### config.mk
export PLATFORM = sky130hd
export DESIGN_NAME = sfg_top
export DESIGN_NICKNAME = d
export VERILOG_FILES = /design/src/rtl/sfg_pkg.sv /design/src/rtl/sfg_bitclk_div.sv /design/src/rtl/sfg_frame_chan.sv /design/src/rtl/sfg_top.sv
export SDC_FILE = /design/constraint.sdc
export NUM_CORES = 1
export LEC_CHECK = 0
export ABC_AREA = 1
export CELL_PAD_IN_SITES_DETAIL_PLACEMENT = 1
export CELL_PAD_IN_SITES_GLOBAL_PLACEMENT = 2
export CORE_MARGIN = 1.5
export CORE_UTILIZATION = 34
export DETAILED_ROUTE_END_ITERATION = 8
export PLACE_DENSITY_LB_ADDON = 0.2
export SETUP_SLACK_MARGIN = 0.1
export SLEW_MARGIN = 0
export SYNTH_ARGS = -nofsm -noshare
export SYNTH_HDL_FRONTEND = slang
export SYNTH_SLANG_ARGS = --single-unit
### constraint.sdc
create_clock -name clk -period 4.15 [get_ports clk]
set_input_delay 0.83 -clock clk [delete_from_list [all_inputs] [get_ports clk]]
set_output_delay 0.83 -clock clk [all_outputs]
set_load 0.02 [all_outputs]
### src/rtl/sfg_pkg.sv
package sfg_pkg;
  localparam int SEL_W  = 3;
  localparam int STEP_W = 4;

  // bit-period length in master cycles for each select code
  function automatic logic [STEP_W-1:0] ratio_of(input logic [SEL_W-1:0] sel);
    case (sel)
      3'd0: ratio_of = 4'd2;
      3'd1: ratio_of = 4'd3;
      3'd2: ratio_of = 4'd4;
      3'd3: ratio_of = 4'd5;
      3'd4: ratio_of = 4'd6;
      3'd5: ratio_of = 4'd8;
      3'd6: ratio_of = 4'd10;
      default: ratio_of = 4'd12;
    endcase
  endfunction

  // first position of the bit-period window inside the 16-step count
  function automatic logic [STEP_W-1:0] start_of(input logic [SEL_W-1:0] sel);
    case (sel)
      3'd0: start_of = 4'd7;
      3'd1: start_of = 4'd6;
      3'd2: start_of = 4'd6;
      3'd3: start_of = 4'd5;
      3'd4: start_of = 4'd5;
      3'd5: start_of = 4'd4;
      3'd6: start_of = 4'd3;
      default: start_of = 4'd2;
    endcase
  endfunction
endpackage

### src/rtl/sfg_bitclk_div.sv
module sfg_bitclk_div
  import sfg_pkg::*;
(
  input  logic             clk,
  input  logic             rst,
  input  logic             en,
  input  logic [SEL_W-1:0] sel,
  output logic             run,
  output logic             bit_clk,
  output logic             bit_ce
);
  logic [STEP_W-1:0] step;
  logic [SEL_W-1:0]  sel_q;
  logic              run_q;
  logic [STEP_W-1:0] win_lo, win_hi, win_mid, ratio;

  always_comb begin
    ratio   = ratio_of(sel_q);
    win_lo  = start_of(sel_q);
    win_hi  = win_lo + ratio - 4'd1;
    win_mid = win_lo + (ratio >> 1);
  end

  always_ff @(posedge clk) begin
    if (rst || !en) begin
      run_q <= 1'b0;
      sel_q <= sel;
      step  <= start_of(sel);
    end else begin
      run_q <= 1'b1;
      if (run_q) step <= (step == win_hi) ? win_lo : step + 4'd1;
    end
  end

  assign run     = run_q;
  assign bit_clk = run_q && (step < win_mid);
  assign bit_ce  = run_q && (step == win_hi);

  AST_STEP_IN_WINDOW: assert property (@(posedge clk) disable iff (rst)
    run_q |-> (step >= win_lo && step <= win_hi));
  AST_CE_SINGLE: assert property (@(posedge clk) disable iff (rst)
    bit_ce |=> !bit_ce);
  AST_SEL_HELD: assert property (@(posedge clk) disable iff (rst)
    (run_q && $past(run_q)) |-> $stable(sel_q));
endmodule

### src/rtl/sfg_frame_chan.sv
module sfg_frame_chan #(
  parameter int DIV_W  = 7,
  parameter int UNIT_W = 5
) (
  input  logic             clk,
  input  logic             rst,
  input  logic             en,
  input  logic             ch_en,
  input  logic             run,
  input  logic             bit_ce,
  input  logic [DIV_W-1:0] div,
  output logic             fsync
);
  localparam int CNT_W = DIV_W + UNIT_W;

  logic             on;
  logic [DIV_W-1:0] div_q;
  logic [CNT_W-1:0] fcnt;
  logic             last, wrap;

  assign last = (fcnt == {div_q, {UNIT_W{1'b1}}});
  assign wrap = on && bit_ce && last;

  always_ff @(posedge clk) begin
    if (rst || !en || !ch_en) begin
      on    <= 1'b0;
      fcnt  <= '0;
      div_q <= div;
    end else if (!on) begin
      fcnt  <= '0;
      div_q <= div;
      if (!run || bit_ce) on <= 1'b1;
    end else if (bit_ce) begin
      if (last) begin
        fcnt  <= '0;
        div_q <= div;
      end else begin
        fcnt <= fcnt + 1'b1;
      end
    end
  end

  assign fsync = on && (fcnt == '0);

  AST_FS_NEEDS_RUN: assert property (@(posedge clk) disable iff (rst)
    fsync |-> run);
  AST_DIV_HOLD: assert property (@(posedge clk) disable iff (rst)
    (on && $past(on) && !$past(wrap)) |-> $stable(div_q));
  AST_FS_ENDS_ON_CE: assert property (@(posedge clk) disable iff (rst)
    ($fell(fsync) && on && $past(on)) |-> $past(bit_ce));
endmodule

### src/rtl/sfg_top.sv
module sfg_top
  import sfg_pkg::*;
#(
  parameter int DIV_W      = 7,
  parameter int FRAME_UNIT = 32
) (
  input  logic             clk,
  input  logic             rst,
  input  logic             cfg_enable,
  input  logic             cfg_snd_en,
  input  logic             cfg_tel_en,
  input  logic [SEL_W-1:0] cfg_clk_sel,
  input  logic [DIV_W-1:0] cfg_snd_div,
  input  logic [DIV_W-1:0] cfg_tel_div,
  output logic             bit_clk,
  output logic             bit_ce,
  output logic             snd_fsync,
  output logic             tel_fsync
);
  localparam int UNIT_W = $clog2(FRAME_UNIT);
  localparam int NCH    = 2;

  logic                       run;
  logic [NCH-1:0]             ch_en_v;
  logic [NCH-1:0][DIV_W-1:0]  div_v;
  logic [NCH-1:0]             fs_v;

  assign ch_en_v = {cfg_tel_en, cfg_snd_en};
  assign div_v   = {cfg_tel_div, cfg_snd_div};

  sfg_bitclk_div u_div (
    .clk(clk), .rst(rst), .en(cfg_enable), .sel(cfg_clk_sel),
    .run(run), .bit_clk(bit_clk), .bit_ce(bit_ce)
  );

  for (genvar c = 0; c < NCH; c++) begin : g_chan
    sfg_frame_chan #(.DIV_W(DIV_W), .UNIT_W(UNIT_W)) u_chan (
      .clk(clk), .rst(rst), .en(cfg_enable), .ch_en(ch_en_v[c]),
      .run(run), .bit_ce(bit_ce), .div(div_v[c]), .fsync(fs_v[c])
    );
  end

  assign snd_fsync = fs_v[0];
  assign tel_fsync = fs_v[1];

  AST_RESET_QUIET: assert property (@(posedge clk)
    $past(rst) |-> !(bit_clk || bit_ce || snd_fsync || tel_fsync));
  AST_CHAN_OFF_QUIET: assert property (@(posedge clk) disable iff (rst)
    !$past(cfg_snd_en) |-> !snd_fsync);
endmodule

==> flow_summary.json <==
{
  "status": "complete, no violations",
  "htreeDepth": 2,
  "root_buffer": "clkbuf_8",
  "drv_slew": 0,
  "p_leak_nw": 1.54,
  "setup_viol_count_final": 0,
  "fmax_mhz": 269,
  "synthArstFlopShare": 0,
  "net-switching-power_mw": 0.273,
  "global_route.usage.total": 0.181,
  "hold_violations": 0,
  "grt_pass1_vias": 3021,
  "first_iter_violations": 90,
  "fp.dieH_um": 98.5,
  "cts_tree": "yes",
  "syn_avg_cell_area_um2": 6.41,
  "ant_nets": 0,
  "drive_above_1_share": 0.0429,
  "p_int_mw": 0.688,
  "core_um2": 8760,
  "grt-ovfl-total": 0,
  "syn_nets": 515,
  "cts_setup_buffers": 0,
  "grt_pass1_wl_um": 14300,
  "rows": 34,
  "r2r_start": "u_div.sel_q[0]",
  "vias_per_cell": 4.79,
  "syn_inst": 484,
  "ys.warnings.count": 0,
  "finalCritPeriodShare": 0.896,
  "combPwrFrac": 0.151,
  "synth_area_leaders": "nand2_1, edfxtp_1, dfxtp_1",
  "stdcell_count": 621,
  "synthFlopType": "dfxtp_1",
  "area_growth_syn_to_layout_pct": 14.2,
  "swShare": 0.284,
  "peakVddDrop_mv": 0.127,
  "synth_most_common_cell": "nand2_1",
  "n_antenna_cell": 0,
  "crit_path_end_kind": "primary output",
  "drv_cap": 0,
  "synth_edf_count": 21,
  "synth-seq-area-share": 0.377,
  "clock_sinks": 48,
  "rr_endpoint": "g_chan[1].u_chan.div_q[6]",
  "cts_hold_buf": 0,
  "dp.cells": 613,
  "port_buffers": 25,
  "synth.distinct_cells": 24,
  "crit_required_ps": 3320,
  "min_to": "g_chan[1].u_chan.fcnt[3]",
  "place.gp.congestion": 0.894,
  "worstPathMaxFanout": 7,
  "fin_nets": 543,
  "worst_pin_slew_ps": 485,
  "clockBufferDepth": 2,
  "multi_input_area_um2": 1590,
  "power_density_nw_per_um2": 271,
  "num_vias": 2977,
  "routed_wl_um": 8160,
  "ff2ff_setup_slack_ps": 1300,
  "crit_start": "u_div.sel_q[0]",
  "rsz0062_at_grt": "false",
  "seq_power_share": 0.548,
  "grt_max_degree": 21,
  "regArea_um2": 1170,
  "start_util": 0.354,
  "path_class": "reg2out",
  "holdCritStartpoint": "g_chan[1].u_chan.fcnt[3]",
  "hold_path.class": "reg2reg",
  "clk_latency_ps": 310,
  "synth_top_cell_by_area": "nand2_1",
  "n_fill_cell": 1164,
  "worst_ep_arrival_time_ps": 2890,
  "cp-start-kind": "flip-flop",
  "min_path_cells": 2,
  "tns_ps": 0,
  "antenna_found_initial": 0,
  "cts_buffers": 5,
  "ff2ff_path_depth": 15,
  "ys_ff_latch": 48,
  "firstDrtPassIters": 4,
  "avgRoutedWirePerCell_um": 13.1,
  "synth_area_um2": 3100,
  "synth_common_cells": "nand2_1, inv_1, nor2_1, nand3_1, dfxtp_1",
  "synth_top_area_frac": 0.212,
  "dp_hpwl_um": 6630,
  "clk_pin_slew_ps": 90,
  "ioPinCount": 26,
  "min_period_ps": 3720,
  "dieArea_um2": 9710,
  "cts_resized": 0,
  "p_clk_frac": 0.301,
  "clock-skew-final_ps": 13.4,
  "route.detailed.drc": 0,
  "max-slew-margin-rel": 0.675,
  "die_w_um": 98.5
}
[metal layers]
layer / up-vias / wire (um) / track usage
li1: 1552 / - / -
met1: 1387 / 3860 / 0.240
met2: 32 / 3970 / 0.316
met3: 6 / 264 / 0.0262
met4: 0 / 65 / 0.0358
met5: - / 0 / 0
[registers in the layout (all words and copies together) (netlist names)]
name and count:
g_chan.u_chan.fcnt 24, g_chan.u_chan.div_q 14, u_div.step 4, u_div.sel_q 3, g_chan.u_chan.on 2, u_div.run 1
[layout make-up]
class,count,area share
multi-input cells,352,0.449
well taps,108,0.0381
repair buffers,27,0.0748
inverters,78,0.0826
clock inverters,3,0.00529
clock buffers,5,0.0194
flip-flops and latches,48,0.330
[critical path: stages (launching register included)]
cell and delay [ps]:
edfxtp_1 420, inv_1 120, nor2_1 80, nor2_1 140, nand2_1 80, nand2_1 60, inv_1 40, ha_1 260
inv_1 40, nand2_1 50, nand2_1 50, nor2_1 120, inv_1 80, nor2_4 170, nand2_4 100, nor2_4 120
clkdlybuf4s50_1 620
[worst max path at each step]
stage	to	slack, ps	depth (start not counted)
after floorplan	bit_ce	1430	15
after CTS	bit_ce	390	15
after global placement	bit_ce	840	15
final	bit_ce	430	16
after global routing	bit_ce	180	16
after detailed placement	bit_ce	730	15
[power by group through the flow]
stage / Combinational, mW / Clock, mW / Sequential (mW)
after floorplan: 0.0994 / 0 / 0.533
after global placement: 0.142 / 0 / 0.537
after detailed placement: 0.147 / 0 / 0.538
after CTS: 0.148 / 0.301 / 0.527
after global routing: 0.167 / 0.319 / 0.529
final: 0.145 / 0.289 / 0.526
[cell families after synthesis]
group | after synthesis | synth area share
AOI/OAI and AO/OA | 30 | 0.0508
DFF | 48 | 0.377
adders and majority gates | 9 | 0.0363
buffers and inverters | 84 | 0.109
and+or+nand+nor | 308 | 0.412
xor gates and xnor gates | 5 | 0.0141
[placed cells by master (no fill, tap or decap), drive strengths merged, types with 6 or more instances in the layout]
| cell | n |
|---|---|
| nand3 | 29 |
| o21ai | 11 |
| inv | 78 |
| nor2 | 78 |
| edfxtp | 21 |
| ha | 9 |
| a21oi | 16 |
| nand2 | 182 |
| nand4 | 12 |
| clkdlybuf4s50 | 25 |
| dfxtp | 27 |
| nor3 | 6 |
[stage by stage]
step                 util  power (mW)  area, um^2  worst slack (ps)  hold slack, ps
floorplan               -       0.632        3100              1430             471
global placement    0.394       0.679        3460               839             492
detailed placement  0.394       0.685        3460               734             493
CTS                 0.404       0.975        3540               391             508
global route        0.404        1.02        3540               182             548
finish              0.404       0.961        3540               431             511
Note: power is estimated with default switching activity, not from simulation.
